**src/rtl/sc_pkg.sv**
```systemverilog
package sc_pkg;
  typedef enum logic [2:0] {
    ST_IDLE   = 3'd0,
    ST_POWER  = 3'd1,
    ST_IOREL  = 3'd2,
    ST_CLKST  = 3'd3,
    ST_RSTW   = 3'd4,
    ST_ATRW   = 3'd5,
    ST_ACTIVE = 3'd6,
    ST_DEACT  = 3'd7
  } seq_state_t;

  function automatic int imax(input int a, input int b);
    return (a > b) ? a : b;
  endfunction
endpackage

```
**src/rtl/sc_arm_detect.sv**
```systemverilog
module sc_arm_detect (
  input  logic       clk,
  input  logic       rst_n,
  input  logic       if_en,
  input  logic [1:0] vsel,
  input  logic       start_evt,
  output logic       start_req
);
  logic armed;

  always_ff @(posedge clk or negedge rst_n) begin
    if (!rst_n)             armed <= 1'b1;
    else if (start_evt)     armed <= 1'b0;
    else if (vsel == 2'b00) armed <= 1'b1;
  end

  assign start_req = armed && if_en && (vsel != 2'b00);
endmodule

```
**src/rtl/sc_flags.sv**
```systemverilog
module sc_flags (
  input  logic clk,
  input  logic rst_n,
  input  logic fault_evt,
  input  logic tmo_evt,
  input  logic start_evt,
  input  logic fault_clr,
  output logic fault,
  output logic atr_tmo
);
  always_ff @(posedge clk or negedge rst_n) begin
    if (!rst_n) begin
      fault   <= 1'b0;
      atr_tmo <= 1'b0;
    end else begin
      if (fault_evt)      fault <= 1'b1;
      else if (fault_clr) fault <= 1'b0;
      if (tmo_evt)        atr_tmo <= 1'b1;
      else if (start_evt) atr_tmo <= 1'b0;
    end
  end
endmodule

```
**src/rtl/sc_seq_fsm.sv**
```systemverilog
module sc_seq_fsm
  import sc_pkg::*;
#(
  parameter int VTW     = 8,
  parameter int RLW     = 8,
  parameter int ATW     = 12,
  parameter int IO_DLY  = 2,
  parameter int CLK_DLY = 2
) (
  input  logic           clk,
  input  logic           rst_n,
  input  logic           tick,
  input  logic           start_req,
  input  logic           if_en,
  input  logic [1:0]     vsel,
  input  logic           vcc_ok,
  input  logic           rdy_start,
  input  logic           hold_rst,
  input  logic [VTW-1:0] vto_len,
  input  logic [RLW-1:0] rst_len,
  input  logic [ATW-1:0] atr_len,
  input  logic           atr_start,
  output seq_state_t     st,
  output logic           vcc_en,
  output logic [1:0]     vcc_code,
  output logic           io_rel,
  output logic           aux_rel,
  output logic           clk_en,
  output logic           card_rst_n,
  output logic           start_evt,
  output logic           fault_evt,
  output logic           tmo_evt
);
  localparam int CW = imax(imax(VTW, RLW), imax(ATW, 4));

  logic [CW-1:0] cnt;
  logic [CW:0]   nxt, vto_x, rl_x, al_x;
  logic [1:0]    code_q;
  logic          vto_hit, live, stop_req;

  assign nxt     = {1'b0, cnt} + 1'b1;
  assign vto_x   = (CW+1)'(vto_len);
  assign rl_x    = (CW+1)'(rst_len);
  assign al_x    = (CW+1)'(atr_len);
  assign vto_hit = nxt >= vto_x;

  always_comb begin
    live      = (st == ST_IOREL) || (st == ST_CLKST) || (st == ST_RSTW) ||
                (st == ST_ATRW)  || (st == ST_ACTIVE);
    stop_req  = (st != ST_IDLE) && (st != ST_DEACT) && (!if_en || (vsel == 2'b00));
    fault_evt = live && !vcc_ok;
    start_evt = (st == ST_IDLE) && tick && start_req;
    tmo_evt   = (st == ST_ATRW) && tick && !atr_start && !hold_rst && !fault_evt &&
                !stop_req && ({1'b0, cnt} != al_x) && (nxt == al_x);
  end

  assign vcc_code = vcc_en ? code_q : 2'b00;

  always_ff @(posedge clk or negedge rst_n) begin
    if (!rst_n) begin
      st         <= ST_IDLE;
      cnt        <= '0;
      code_q     <= 2'b00;
      vcc_en     <= 1'b0;
      io_rel     <= 1'b0;
      aux_rel    <= 1'b0;
      clk_en     <= 1'b0;
      card_rst_n <= 1'b0;
    end else if (fault_evt || stop_req) begin
      st         <= ST_DEACT;
      cnt        <= '0;
      card_rst_n <= 1'b0;
    end else begin
      case (st)
        ST_IDLE: if (start_evt) begin
          st     <= ST_POWER;
          cnt    <= '0;
          vcc_en <= 1'b1;
          code_q <= vsel;
        end
        ST_POWER: if (tick) begin
          if (vcc_ok && (rdy_start || vto_hit)) begin
            st  <= ST_IOREL;
            cnt <= '0;
          end else if (vto_hit) begin
            st  <= ST_DEACT;
            cnt <= '0;
          end else cnt <= cnt + 1'b1;
        end
        ST_IOREL: if (tick) begin
          if (nxt >= (CW+1)'(IO_DLY)) begin
            st      <= ST_CLKST;
            cnt     <= '0;
            io_rel  <= 1'b1;
            aux_rel <= 1'b1;
          end else cnt <= cnt + 1'b1;
        end
        ST_CLKST: if (tick) begin
          if (nxt >= (CW+1)'(CLK_DLY)) begin
            st     <= ST_RSTW;
            cnt    <= '0;
            clk_en <= 1'b1;
          end else cnt <= cnt + 1'b1;
        end
        ST_RSTW: if (tick) begin
          if (hold_rst) cnt <= '0;
          else if (nxt >= rl_x) begin
            st         <= ST_ATRW;
            cnt        <= '0;
            card_rst_n <= 1'b1;
          end else cnt <= cnt + 1'b1;
        end
        ST_ATRW: begin
          if (atr_start) st <= ST_ACTIVE;
          else if (tick) begin
            if (hold_rst) begin
              st         <= ST_RSTW;
              cnt        <= '0;
              card_rst_n <= 1'b0;
            end else if ({1'b0, cnt} != al_x) cnt <= cnt + 1'b1;
          end
        end
        ST_ACTIVE: if (tick && hold_rst) begin
          st         <= ST_RSTW;
          cnt        <= '0;
          card_rst_n <= 1'b0;
        end
        ST_DEACT: if (tick) begin
          cnt <= cnt + 1'b1;
          case (cnt[1:0])
            2'd0:    clk_en  <= 1'b0;
            2'd1:    io_rel  <= 1'b0;
            2'd2:    aux_rel <= 1'b0;
            default: begin
              vcc_en <= 1'b0;
              st     <= ST_IDLE;
            end
          endcase
        end
        default: st <= ST_IDLE;
      endcase
    end
  end
endmodule

```
**src/rtl/sc_act_seq.sv**
```systemverilog
module sc_act_seq
  import sc_pkg::*;
#(
  parameter int VTW     = 8,
  parameter int RLW     = 8,
  parameter int ATW     = 12,
  parameter int IO_DLY  = 2,
  parameter int CLK_DLY = 2
) (
  input  logic           clk,
  input  logic           rst_n,
  input  logic           cclk_tick,
  input  logic           if_en,
  input  logic [1:0]     vsel,
  input  logic           vcc_ok,
  input  logic           rdy_start,
  input  logic           hold_rst,
  input  logic [VTW-1:0] vto_len,
  input  logic [RLW-1:0] rst_len,
  input  logic [ATW-1:0] atr_len,
  input  logic           atr_start,
  input  logic           fault_clr,
  output logic           vcc_en,
  output logic [1:0]     vcc_code,
  output logic           io_rel,
  output logic           aux_rel,
  output logic           clk_en,
  output logic           card_rst_n,
  output logic           atr_tmo,
  output logic           fault,
  output logic [2:0]     state_o
);
  seq_state_t st;
  logic start_req, start_evt, fault_evt, tmo_evt;

  sc_arm_detect u_arm (
    .clk(clk), .rst_n(rst_n), .if_en(if_en), .vsel(vsel),
    .start_evt(start_evt), .start_req(start_req)
  );

  sc_seq_fsm #(
    .VTW(VTW), .RLW(RLW), .ATW(ATW), .IO_DLY(IO_DLY), .CLK_DLY(CLK_DLY)
  ) u_fsm (
    .clk(clk), .rst_n(rst_n), .tick(cclk_tick), .start_req(start_req),
    .if_en(if_en), .vsel(vsel), .vcc_ok(vcc_ok), .rdy_start(rdy_start),
    .hold_rst(hold_rst), .vto_len(vto_len), .rst_len(rst_len),
    .atr_len(atr_len), .atr_start(atr_start), .st(st),
    .vcc_en(vcc_en), .vcc_code(vcc_code), .io_rel(io_rel),
    .aux_rel(aux_rel), .clk_en(clk_en), .card_rst_n(card_rst_n),
    .start_evt(start_evt), .fault_evt(fault_evt), .tmo_evt(tmo_evt)
  );

  sc_flags u_flags (
    .clk(clk), .rst_n(rst_n), .fault_evt(fault_evt), .tmo_evt(tmo_evt),
    .start_evt(start_evt), .fault_clr(fault_clr),
    .fault(fault), .atr_tmo(atr_tmo)
  );

  assign state_o = st;
endmodule

```
**config.mk**
```make
export PLATFORM = sky130hd
export DESIGN_NAME = sc_act_seq
export DESIGN_NICKNAME = d
export VERILOG_FILES = /design/src/rtl/sc_pkg.sv /design/src/rtl/sc_arm_detect.sv /design/src/rtl/sc_flags.sv /design/src/rtl/sc_seq_fsm.sv /design/src/rtl/sc_act_seq.sv
export SDC_FILE = /design/constraint.sdc
export NUM_CORES = 1
export LEC_CHECK = 0
export ABC_AREA = 1
export BUFFER_PORTS_ARGS = -buffer_cell sky130_fd_sc_hd__buf_4
export CORE_ASPECT_RATIO = 0.75
export CORE_UTILIZATION = 50
export DETAILED_ROUTE_END_ITERATION = 10
export HOLD_SLACK_MARGIN = 0.15
export MAX_ROUTING_LAYER = met4
export PLACE_DENSITY = 0.76
export SLEW_MARGIN = 30
export SYNTH_ARGS = -nofsm -noshare
export SYNTH_HDL_FRONTEND = slang
export SYNTH_SLANG_ARGS = --single-unit
```
**constraint.sdc**
```tcl
create_clock -name clk -period 2.9 [get_ports clk]
set_input_delay 0.725 -clock clk [delete_from_list [all_inputs] [get_ports clk]]
set_output_delay 0.725 -clock clk [all_outputs]
set_load 0.02 [all_outputs]
```
# Word level (Yosys, flattened, before mapping)

Cells that the tools add are included.

Input port bits: 39
Logic and storage cells: 177
Bits in registers: 25

$add $sub $neg: 2
Muxes and demuxes: 67
Bitwise gates (word level): 1
Eq/ne operators: 42
Reduce and logical (&&, ||, !) cells: 51
Order comparisons: 3

Operators with widths:

| cell                    | count |
|---|---|
| $mux W12                | 16 |
| $pmux W12 S7            | 1 |
| $mux W3                 | 18 |
| $ne A3 B3 Y1 const B    | 13 |
| $ge A13 B8 Y1           | 2 |
| $mux W1                 | 25 |
| $pmux W3 S8             | 1 |
| $ne A2 B2 Y1 const B    | 9 |
| $reduce_and A6 Y1       | 3 |
| $logic_and A1 B1 Y1     | 16 |
| $reduce_and A15 Y1      | 1 |
| $reduce_bool A2 Y1      | 7 |
| $add A12 B1 Y13 const B | 1 |
| $eq A13 B12 Y1          | 1 |
| $ge A13 B2 Y1 const B   | 1 |
| $add A12 B1 Y12 const B | 1 |
| $eq A3 B3 Y1 const B    | 4 |
| $ne A12 B12 Y1          | 1 |
| $ne A4 B4 Y1 const B    | 3 |
| $ne A3 B2 Y1 const B    | 3 |
| $reduce_and A9 Y1       | 1 |
| $pmux W1 S2             | 4 |
| $reduce_and A8 Y1       | 1 |
| $logic_or A1 B1 Y1      | 7 |
| 19 further kinds        | 26 |

# Logic depth before layout (Yosys ltp)

Gate-level depths: netlist (run 1).

Depth in word-level cells: 12
Mapped depth: 21
Mapped depth without buffers: 19

# By module

A second synthesis (run 1) with hierarchy kept.

Cells, all modules: 427
Area, all modules: 2,738.9 µm²

By module, submodules not included:

| module        | area an instance (µm²) | seq. area each (µm²) | instances | cells an instance |
|---|---|---|---|---|
| sc_seq_fsm    | 2,608.8                | 550.5                | 1         | 411 |
| sc_flags      | 80.1                   | 50.0                 | 1         | 10 |
| sc_arm_detect | 50.0                   | 26.3                 | 1         | 6 |

# Least setup slack after synthesis (run 1)

Ideal clock, no wire load.

Path type: register to register
From: reg u_fsm.cnt[0]
To: reg u_fsm.cnt[2]
Buffers on the path: 1
Stages on the path, launching flop included: 17
Path slack: 0.270 ns
Clock period less this slack: 2.630 ns
Required time: 2.836 ns
Arrival time: 2.566 ns
Library setup time: 0.064 ns
Cell sequence: dfrtp_1 ha_1 nand2_1 nor2_4 xor2_2 ha_1 a21o_1 nor2_1 nand2_1 nand3_1 nor2_1 nand3_1 o2111ai_2 nand3_4 buf_12 nand3_2 nand2_2

Longest elaborated chain between the ends: 8
Elaborated cells on any way between the ends: 25
Those cells by class: add/sub (2); order compare (3); eq/ne (2); mux (15); reduce/logical (3)

Ends and longest elaborated chain:

| what                   | line              | RTL |
|---|---|---|
| start, declared        | sc_seq_fsm.sv:36  | `logic [CW-1:0] cnt;` |
| start signal, assigned | sc_seq_fsm.sv:88  | `end else cnt <= cnt + 1'b1;` |
| start signal, assigned | sc_seq_fsm.sv:96  | `end else cnt <= cnt + 1'b1;` |
| start signal, assigned | sc_seq_fsm.sv:103 | `end else cnt <= cnt + 1'b1;` |
| $add A12 B1 Y13        | sc_seq_fsm.sv:41  | `assign nxt = {1'b0, cnt} + 1'b1;` |
| $ge A13 B8 Y1          | sc_seq_fsm.sv:45  | `assign vto_hit = nxt >= vto_x;` |
| $logic_or A1 B1 Y1     | sc_seq_fsm.sv:82  | `if (vcc_ok && (rdy_start \|\| vto_hit)) begin` |
| $logic_and A1 B1 Y1    | sc_seq_fsm.sv:82  |  |
| $mux W12               | sc_seq_fsm.sv:82  |  |
| $mux W12               | sc_seq_fsm.sv:81  | `ST_POWER: if (tick) begin` |
| $pmux W12 S7           | sc_seq_fsm.sv:74  | `case (st)` |
| $mux W12               | sc_seq_fsm.sv:69  | `end else if (fault_evt \|\| stop_req) begin` |

Several ways; a longest one is shown, not always the timed one. The select of a mux whose other input is x is not followed.
A chain may end at the register's enable or synchronous reset.

# Worst setup path in the final report (run 1)

From: reg u_fsm.cnt[1]
To: reg u_fsm.cnt[9]

The elaborated chain is that of the path after synthesis.

==> flow_metrics.tcl, run 1 <==
set metrics [dict create \
    outcome "finished clean" \
    maxCapViolations 0 \
    die_h_um 68.2 \
    path_cells "ha_2 > nand2_1 > nor2_4 > xor2_4 > ha_4 > a21oi_1 > o21ai_0 > o21ai_0 > nand2_1 > nand2_1 > nand2_1 > nand2_1 > nand3_1 > nand2_1 > inv_2 > nand3_4 > nand3b_1 > nand2_1" \
    synth_area_sq_um 2920 \
    cp_data_arrival_time_ps 2970 \
    fill_cells 501 \
    pwr_density_cell_nw_per_um2 646 \
    drtIter0Drc 185 \
    fin_area_sq_um 3540 \
    num_vias 2930 \
    grt_pass1_vias 2591 \
    ys_seq_area_share_pct 21.5 \
    cts_tree "done" \
    antenna_found_initial 0 \
    critPathCaptureType "flop" \
    start_kind "flop" \
    fin_worst_skew_ps 1.45 \
    clock_path_buffers 2 \
    max_stage_delay_ps 470 \
    firstDrtPassIters 5 \
    tightestPinTransition_ps 477 \
    track_usage_pct 26.7 \
    drive_above_1_share_pct 31.4 \
    syn-instance-count 415 \
    max_freq_mhz 364 \
    synth.mux.area_fraction_pct 0 \
    hold_violations 0 \
    fp.dieArea_sq_um 6160 \
    synth_edf_count 0 \
    critPathMaxFanout 12 \
    synth_compound_area_share_pct 7.67 \
    rsz0062_at_grt "true" \
    synth_flop_cell "dfrtp_1" \
    route.detailed.wl_per_inst_um 14.0 \
    criticalPathCategory "reg -> reg" \
    cts_buffers 3 \
    synth-async-reset-ratio_pct 100 \
    grt_max_degree 26 \
    max_slew_margin_pct 67.7 \
    area_growth_pct 21.1 \
    overflow 0 \
    syn-num-nets 474 \
    avgViaCountPerCell 5.31 \
    yosys.area.top_type "dfrtp_1" \
    worst_ep_required_time_ps 3130 \
    synth-xor-area-share_pct 6.25 \
    gp_congestion 0.995 \
    fin_cells 552 \
    totalWireLength_um 7730 \
    io_buffer_count 50 \
    clk_latency_ps 280 \
    clk_pin_slew_worst_paths_ps 100 \
    cp_slowest_cell "dfrtp_2" \
    min_period_ps 2750 \
    num_antenna_cells 0 \
    postRouteAntennaNets 0 \
    initial_core_util_pct 53.2 \
    ctsHtreeMaxLevel 1 \
    dp_hpwl_um 6180 \
    slew_violations 0 \
    yosysUniqueCellTypes 43 \
    hold_class "in -> async" \
    rows 23 \
    power_w 0.00229 \
    finalNetCount 537 \
    ir_drop_uv 330 \
    synth.most_common_cell "nand2_1" \
    synthSimpleGateAreaFrac_pct 44.5 \
    power.leakage_nw 1.89 \
    synth_top_family_by_area "simple AND/OR/NAND/NOR gates" \
    root_buffer "clkbuf_8" \
    synth_top_area_share_pct 20.6 \
    core_sq_um 5500 \
    setup_tns_ps 0 \
    syn_area_per_cell_sq_um 7.04 \
    io_pins 51 \
    ys_warn_count 0 \
    synth_fa_ha_area_share_pct 8.57 \
    synth.top_cells.by_area "dfrtp_1, nand2_1, ha_1" \
    period_share_pct 94.7 \
    synth.top_cells.by_count "nand2_1, inv_1, nor2_1" \
    ys_ff_latch 25 \
    grt_first_pass_wirelength_um 12400 \
    clock_sinks 25 \
    critPathMostFrequentCell "nand2_1" \
    dp_cells 543 \
    drc 0 \
    setup_violations 0 \
    die_w_um 90.3 \
    dpl-instance-area_sq_um 3380 \
]
routing by layer:
| layer | vias up | share of wire, % | global-route usage [%] |
|---|---|---|---|
| met2 | 119 | 44 | 42.2 |
| met3 | 12 | 6.0 | 3.56 |
| met4 | 0 | 1.1 | 6.65 |
| met5 | - | 0 | - |
| li1 | 1451 | - | - |
| met1 | 1348 | 48 | 36.5 |
area by class of cell:
class | instances | area [sq um] | area share (%)
well taps | 75 | 93.8 | 2.65
multi-input cells | 316 | 2030 | 57.3
clock inverters | 1 | 7.51 | 0.212
clock buffers | 3 | 41.3 | 1.17
flip-flops and latches | 25 | 629 | 17.8
inverters | 68 | 259 | 7.32
repair buffers | 64 | 480 | 13.6
cells by family after synthesis:
kind of cell / Yosys count
AOI/OAI and AO/OA: 33
xor gates and xnor gates: 20
adders and majority gates: 20
buffers and inverters: 74
DFF: 25
and+or+nand+nor: 243
critical path: cells and delay by family (launching register included):
family / cells / cell delay [ps]
DFF: 1 / 470
AOI/OAI and AO/OA: 3 / 370
xor gates and xnor gates: 1 / 280
and+or+nand+nor: 11 / 1050
buffers and inverters: 1 / 40
adders and majority gates: 2 / 470
where the power goes:
part           leakage (nW)  switching [W]  total [W]  internal (W)
clock network        0.0217       0.000129   0.000227     0.0000979
logic                  1.55        0.00100    0.00152      0.000516
registers             0.318       0.000102   0.000538      0.000437
repair_timing:
action                                  in CTS  in global routing
endpoints found under the setup margin       0                 16
hold buffers                                 0                  0
gates resized for setup                      0                 10
setup buffers                                0                  5
state kept, by name (all words and copies together), names as in the netlist:
name	cells
u_flags.fault	1
u_fsm.clk_en	1
u_fsm.io_rel	1
u_flags.atr_tmo	1
u_fsm.card_rst_n	1
u_arm.armed	1
u_fsm.st	3
u_fsm.aux_rel	1
u_fsm.cnt	12
u_fsm.code_q	2
u_fsm.vcc_en	1
cells in the final DEF, fill, tap and decap left out, types with 2 or more instances in the layout:
cell and instances:
nand3_1 28, buf_4 64, nor3_2 2, ha_1 17, a21oi_1 7, dfrtp_1 22, nor3_1 7, inv_2 8
o2111ai_1 3, xor2_2 2, nor4_1 2, nor2_2 6, nand2_4 4, nand3_2 14, xnor2_1 5, dfrtp_2 2
inv_1 58, nand2_2 19, nand3b_1 6, o21ai_2 2, nand4_1 5, nor2_4 9, clkbuf_8 3, xor2_1 12
ha_4 2, nand2_1 103, o21ai_0 12, nor2_1 32, nand3_4 3
path summary, 6_finish.rpt:
check | from | endpoint | slack, ps | cells past startpoint
worst max-delay path | u_fsm.cnt[1] | u_fsm.cnt[9] | 150 | 18
worst min-delay path | rst_n | u_fsm.cnt[10] | 330 | 1
min in group clk | u_fsm.code_q[0] | u_fsm.code_q[0] | 490 | 2
max in group asynchronous | rst_n | u_arm.armed | 2270 | 1
worst min register to register | u_fsm.code_q[0] | u_fsm.code_q[0] | 490 | 2
worst max register to register | u_fsm.cnt[1] | u_fsm.cnt[9] | 150 | 18
stage by stage:
step / hold WS [ps] / util (%) / setup WS, ps
after CTS: 342 / 62.4 / 25.8
after detailed placement: 468 / 61.5 / 53.0
after global routing: 358 / 64.4 / -46.5
final: 334 / 64.4 / 155
after floorplan: 429 / - / 270
after global placement: 456 / 61.5 / 148
(Power assumes the default switching activity.)
==> inputs of run 2 (changes only) <==
--- a/config.mk
+++ b/config.mk
@@ -12,7 +12,7 @@
 export DETAILED_ROUTE_END_ITERATION = 10
 export HOLD_SLACK_MARGIN = 0.15
 export MAX_ROUTING_LAYER = met4
-export PLACE_DENSITY = 0.76
+export PLACE_DENSITY = 0.79
 export SLEW_MARGIN = 30
 export SYNTH_ARGS = -nofsm -noshare
 export SYNTH_HDL_FRONTEND = slang
==> constraint.sdc (replaced) <==
create_clock -name clk -period 2.2 [get_ports clk]
set_input_delay 0.55 -clock clk [delete_from_list [all_inputs] [get_ports clk]]
set_output_delay 0.55 -clock clk [all_outputs]
set_load 0.02 [all_outputs]
==> flow_metrics.tcl, run 2 (synthesis gave the netlist of run 1 again) <==
set metrics [dict create \
    period_share_pct 119 \
    criticalPathCategory "reg -> reg" \
    drive_above_1_share_pct 47.4 \
    mostFrequentLayoutCell "buf_4" \
    route.detailed.wl_per_inst_um 15.9 \
    finalNetCount 596 \
    firstDrtPassIters 5 \
    fin_worst_skew_ps 3.02 \
    clk_latency_ps 280 \
    maxCapViolations 0 \
    outcome "finished, violations left" \
    cts_tree "done" \
    pwr-share-seq_pct 18.8 \
    num_vias 3304 \
    core_sq_um 5500 \
    overflow 0 \
    failed_checks "setup timing" \
    final_cell_mix "buf_4, nand2_1, inv_1" \
    setup_tns_ps -6360 \
    combPwrFrac_pct 73.1 \
    max_freq_mhz 382 \
    die_h_um 68.2 \
    pwr_density_cell_nw_per_um2 874 \
    p_int_w 0.00176 \
    tightestPinTransition_ps 588 \
    slew_violations 0 \
    grt_pass1_vias 3102 \
    regMostFlops "u_fsm.cnt" \
    ir_drop_uv 551 \
    critPathMostFrequentCell "nand2_2" \
    reg.largest.list "u_fsm.cnt x12, u_fsm.st x3, u_fsm.code_q x2" \
    critPathCaptureType "flop" \
    pwr-share-clk_pct 8.1 \
    multi_input_area_sq_um 2260 \
    path_cells "ha_4 > nand2_4 > nor2_4 > xor2_4 > ha_4 > a21oi_2 > o21ai_1 > o21ai_1 > nand2_1 > nand2_1 > nand2_2 > nand2_2 > nand3_2 > nand2_2 > inv_4 > nand3_4 > nand3_2 > nand2_2" \
    rows 23 \
    totalWireLength_um 9720 \
    worst_ep_required_time_ps 2420 \
    root_buffer "clkbuf_8" \
    clock_path_buffers 2 \
    power.leakage_nw 2.22 \
    switching_power_w 0.00195 \
    hold_class "in -> async" \
    antenna_found_initial 0 \
    setup_slack_ps -421 \
    ctsHoldBuffers 0 \
    io_buffer_count 50 \
    start_kind "flop" \
    cp_slowest_cell "dfrtp_2" \
    io_pins 51 \
    track_usage_pct 32.2 \
    max_slew_margin_pct 60.5 \
    crit_buf_inv 1 \
    drc 0 \
    grt_max_degree 26 \
    gp_congestion 0.950 \
    cp_data_arrival_time_ps 2850 \
    fill_cells 386 \
    max_stage_delay_ps 460 \
    critPathMaxFanout 6 \
    rsz0062_at_grt "true" \
    dp_hpwl_um 7160 \
    postRouteAntennaNets 0 \
    avgViaCountPerCell 5.41 \
    hold_violations 0 \
    die_w_um 90.3 \
    switching_share_pct 52.6 \
    drtIter0Drc 289 \
    largest_reg_flops 12 \
    power_w 0.00371 \
    setup_violations 19 \
    holdWs_ps 164 \
    grt_first_pass_wirelength_um 14900 \
    critical_path.top_delay_family "simple AND/OR/NAND/NOR gates" \
    clock_sinks 25 \
    area_growth_pct 45.3 \
    initial_core_util_pct 53.2 \
    dp_cells 593 \
    cts_buffers 3 \
    clk_pin_slew_worst_paths_ps 100 \
    ctsHtreeMaxLevel 1 \
    fin_cells 611 \
    seq_area_sq_um 633 \
    min_period_ps 2620 \
    fp.dieArea_sq_um 6160 \
    num_antenna_cells 0 \
]
==> run 2: changes by cell type in the layout (fill, tap and decap cells not counted), moves of 4 or more <==
cell and delta:
buf_4 +51, buf_6 +7, ha_1 -4, ha_4 +5, inv_1 -5, nand2_1 -12
nand2_2 +10, nand3_1 -6, nand3_2 +6, nor2_1 -4, nor3_1 -4, nor3_2 +4
o21ai_0 -7, o21ai_1 +7
==> run 2: area by class of cell <==
type | instances | area share, %
clock inverters | 1 | 0.177
flip-flops and latches | 25 | 14.9
repair buffers | 122 | 22.2
clock buffers | 3 | 0.973
well taps | 75 | 2.21
multi-input cells | 317 | 53.3
inverters | 68 | 6.22
==> run 2: repair_timing <==
| action | 4_1_cts | 5_1_grt |
|---|---|---|
| setup buffers | 13 | 3 |
| setup endpoints to repair | 19 | 20 |
| resized for setup | 34 | 22 |
| pin swaps | 24 | 15 |
| gates cloned | 1 | 0 |
==> run 2: power by group through the flow <==
stage | combinational [W] | clock, W | sequential [W]
4_1_cts | 0.00254 | 0.000300 | 0.000691
2_1_floorplan | 0.00159 | 0 | 0.000781
6_report | 0.00271 | 0.000302 | 0.000697
3_5_place_dp | 0.00234 | 0 | 0.000701
3_3_place_gp | 0.00231 | 0 | 0.000697
5_1_grt | 0.00291 | 0.000312 | 0.000712
==> run 2: final timing paths <==
| path | startpoint | end | slack (ps) | cells after the start |
|---|---|---|---|---|
| max in group asynchronous | rst_n | u_arm.armed | 1730 | 1 |
| min in group clk | fault_clr | u_flags.fault | 440 | 2 |
| setup reg to reg | u_fsm.cnt[1] | u_fsm.cnt[2] | -420 | 18 |
| setup / recovery | u_fsm.cnt[1] | u_fsm.cnt[2] | -420 | 18 |
| hold reg to reg | u_arm.armed | u_arm.armed | 480 | 2 |
| hold / removal | rst_n | u_fsm.cnt[5] | 160 | 1 |
==> run 2: through the flow <==
step                      utilization [%]  area, sq um  setup slack [ps]
after floorplan                         -         3010              -242
final                                77.2         4240              -421
after global routing                 77.2         4240              -539
after global placement               69.9         3840              -489
after CTS                            75.0         4120              -295
after detailed placement             69.9         3840              -526
==> run 2: routing by layer <==
layer,up-vias,track usage (%),wire (um)
met5,-,-,0
met1,1559,39.9,4160
met3,25,6.67,818
li1,1560,-,-
met4,0,7.06,149
met2,160,55.1,4590
==> inputs of run 3 (changes only) <==
--- a/config.mk
+++ b/config.mk
@@ -7,12 +7,14 @@
 export LEC_CHECK = 0
 export ABC_AREA = 1
 export BUFFER_PORTS_ARGS = -buffer_cell sky130_fd_sc_hd__buf_4
-export CORE_ASPECT_RATIO = 0.75
-export CORE_UTILIZATION = 50
+export CELL_PAD_IN_SITES_DETAIL_PLACEMENT = 2
+export CELL_PAD_IN_SITES_GLOBAL_PLACEMENT = 2
+export CORE_ASPECT_RATIO = 0.9
+export CORE_UTILIZATION = 29
 export DETAILED_ROUTE_END_ITERATION = 10
 export HOLD_SLACK_MARGIN = 0.15
 export MAX_ROUTING_LAYER = met4
-export PLACE_DENSITY = 0.79
+export PLACE_DENSITY = 0.82
 export SLEW_MARGIN = 30
 export SYNTH_ARGS = -nofsm -noshare
 export SYNTH_HDL_FRONTEND = slang
==> flow_metrics.tcl, run 3 (synthesis gave the netlist of run 1 again) <==
set metrics [dict create \
    power.leakage_nw 2.28 \
    hold_violations 0 \
    postRouteAntennaNets 0 \
    track_usage_pct 29.9 \
    firstDrtPassIters 4 \
    clk_pin_slew_worst_paths_ps 120 \
    ir_drop_uv 524 \
    slew_violations 0 \
    reg.largest.list "u_fsm.cnt x12, u_fsm.st x3, u_fsm.code_q x2" \
    critPathMaxFanout 3 \
    cp_slowest_cell "dfrtp_2" \
    pwr_density_cell_nw_per_um2 941 \
    cts_buffers 3 \
    cp_data_arrival_time_ps 3200 \
    drc 0 \
    dp_hpwl_um 9590 \
    min_period_ps 3010 \
    gp_congestion 0.832 \
    worst_ep_required_time_ps 2390 \
    maxCapViolations 0 \
    antenna_found_initial 0 \
    overflow 0 \
    max_slew_margin_pct 50.3 \
    io_pins 51 \
    critPathMostFrequentCell "nand2_2" \
    num_antenna_cells 0 \
    die_w_um 108 \
    power_w 0.00415 \
    failed_checks "setup timing" \
    final_cell_mix "buf_4, nand2_1, inv_1" \
    clock_sinks 25 \
    totalWireLength_um 16200 \
    rsz0062_at_grt "true" \
    initial_core_util_pct 30.0 \
    finalNetCount 602 \
    setup_slack_ps -807 \
    area_growth_pct 51.0 \
    root_buffer "clkbuf_8" \
    fin_worst_skew_ps 17.9 \
    max_freq_mhz 333 \
    io_buffer_count 50 \
    critPathCaptureType "flop" \
    core_sq_um 9740 \
    fp.dieArea_sq_um 10500 \
    die_h_um 97.2 \
    clock_path_buffers 2 \
    avgViaCountPerCell 5.19 \
    regMostFlops "u_fsm.cnt" \
    criticalPathCategory "reg -> reg" \
    clk_latency_ps 310 \
    route.detailed.wl_per_inst_um 24.3 \
    grt_pass1_vias 3939 \
    drtIter0Drc 147 \
    tightestPinTransition_ps 740 \
    hold_class "in -> async" \
    num_vias 3465 \
    mostFrequentLayoutCell "buf_4" \
    grt_max_degree 26 \
    period_share_pct 137 \
    ctsHtreeMaxLevel 1 \
    grt_first_pass_wirelength_um 22800 \
    utilization_pct 45.3 \
    drive_above_1_share_pct 48.7 \
    largest_reg_flops 12 \
    max_stage_delay_ps 450 \
    start_kind "flop" \
    outcome "finished, violations left" \
    setup_violations 20 \
    cts_tree "done" \
    place_worst_setup_slack_ps -726 \
    ctsHoldBuffers 0 \
    path_cells "buf_6 > ha_4 > nand2_4 > nor2_4 > xor2_4 > ha_4 > a21oi_2 > o21ai_2 > o21ai_1 > nand2_1 > nand2_2 > nand2_2 > nand2_2 > nand2_2 > nand2_2 > a21oi_4 > buf_4 > nand3_2 > nand2_1" \
    rows 34 \
]
## run 3: cell types whose count changed in the layout (fill, tap and decap cells not counted), sizes merged
| cell | before | now |
|---|---|---|
| buf | 122 | 128 |
| clkinv | 1 | 2 |
| clkinvlp | 1 | 0 |
## run 3: final cells by class
class                   instances  area [sq um]
fillers                      1111          5330
inverters                      68           264
clock buffers                   3          41.3
well taps                     126           158
clock inverters                 1          5.00
flip-flops and latches         25           633
multi-input cells             317          2320
repair buffers                128           992
## run 3: routing by layer
layer	wire length [um]	GRT usage (%)	up-vias
li1	-	-	1570
met1	6920	34.8	1765
met3	499	4.29	40
met4	531	12.6	0
met2	8280	50.9	90
met5	0	-	-
## run 3: worst max-delay path: cells and delay by family (launching register included)
family / cells / cell delay, ps
simple gates: 10 / 920
flops: 1 / 450
compound gates: 4 / 550
xor+xnor: 1 / 250
buf+inv: 2 / 300
fa+ha+maj: 2 / 430
## run 3: what timing repair did
item	4_1_cts	5_1_grt
buffers inserted	9	8
cloned	1	0
resized for setup	31	33
endpoints found under the hold margin	0	0
endpoints found under the setup margin	20	20
pin swaps	24	25
## run 3: path summary, 6_finish.rpt
check	from	to	slack [ps]	depth (start not counted)
worst min register to register	u_fsm.code_q[0]	u_fsm.code_q[0]	510	2
worst min-delay path	rst_n	u_fsm.aux_rel	150	1
worst max-delay path	u_fsm.cnt[0]	u_fsm.st[1]	-810	19
max in group asynchronous	rst_n	u_fsm.cnt[4]	1720	1
worst max register to register	u_fsm.cnt[0]	u_fsm.st[1]	-810	19
min in group clk	vsel[0]	u_fsm.code_q[0]	460	3
## run 3: metrics by stage
| step | setup TNS, ps | cells | hold WS [ps] | instance area [sq um] |
|---|---|---|---|---|
| after floorplan | -3420 | 415 | 254 | 3010 |
| after global placement | -8940 | 646 | 453 | 3930 |
| after detailed placement | -11410 | 646 | 457 | 3930 |
| after CTS | -6800 | 660 | 182 | 4210 |
| after global routing | -15610 | 668 | 169 | 4410 |
| final | -13680 | 668 | 146 | 4410 |
## run 3: power breakdown
| part | switching [W] | internal [W] |
|---|---|---|
| combinational | 0.00199 | 0.00112 |
| clock | 0.000206 | 0.000129 |
| sequential | 0.000125 | 0.000577 |
| total | 0.00232 | 0.00183 |
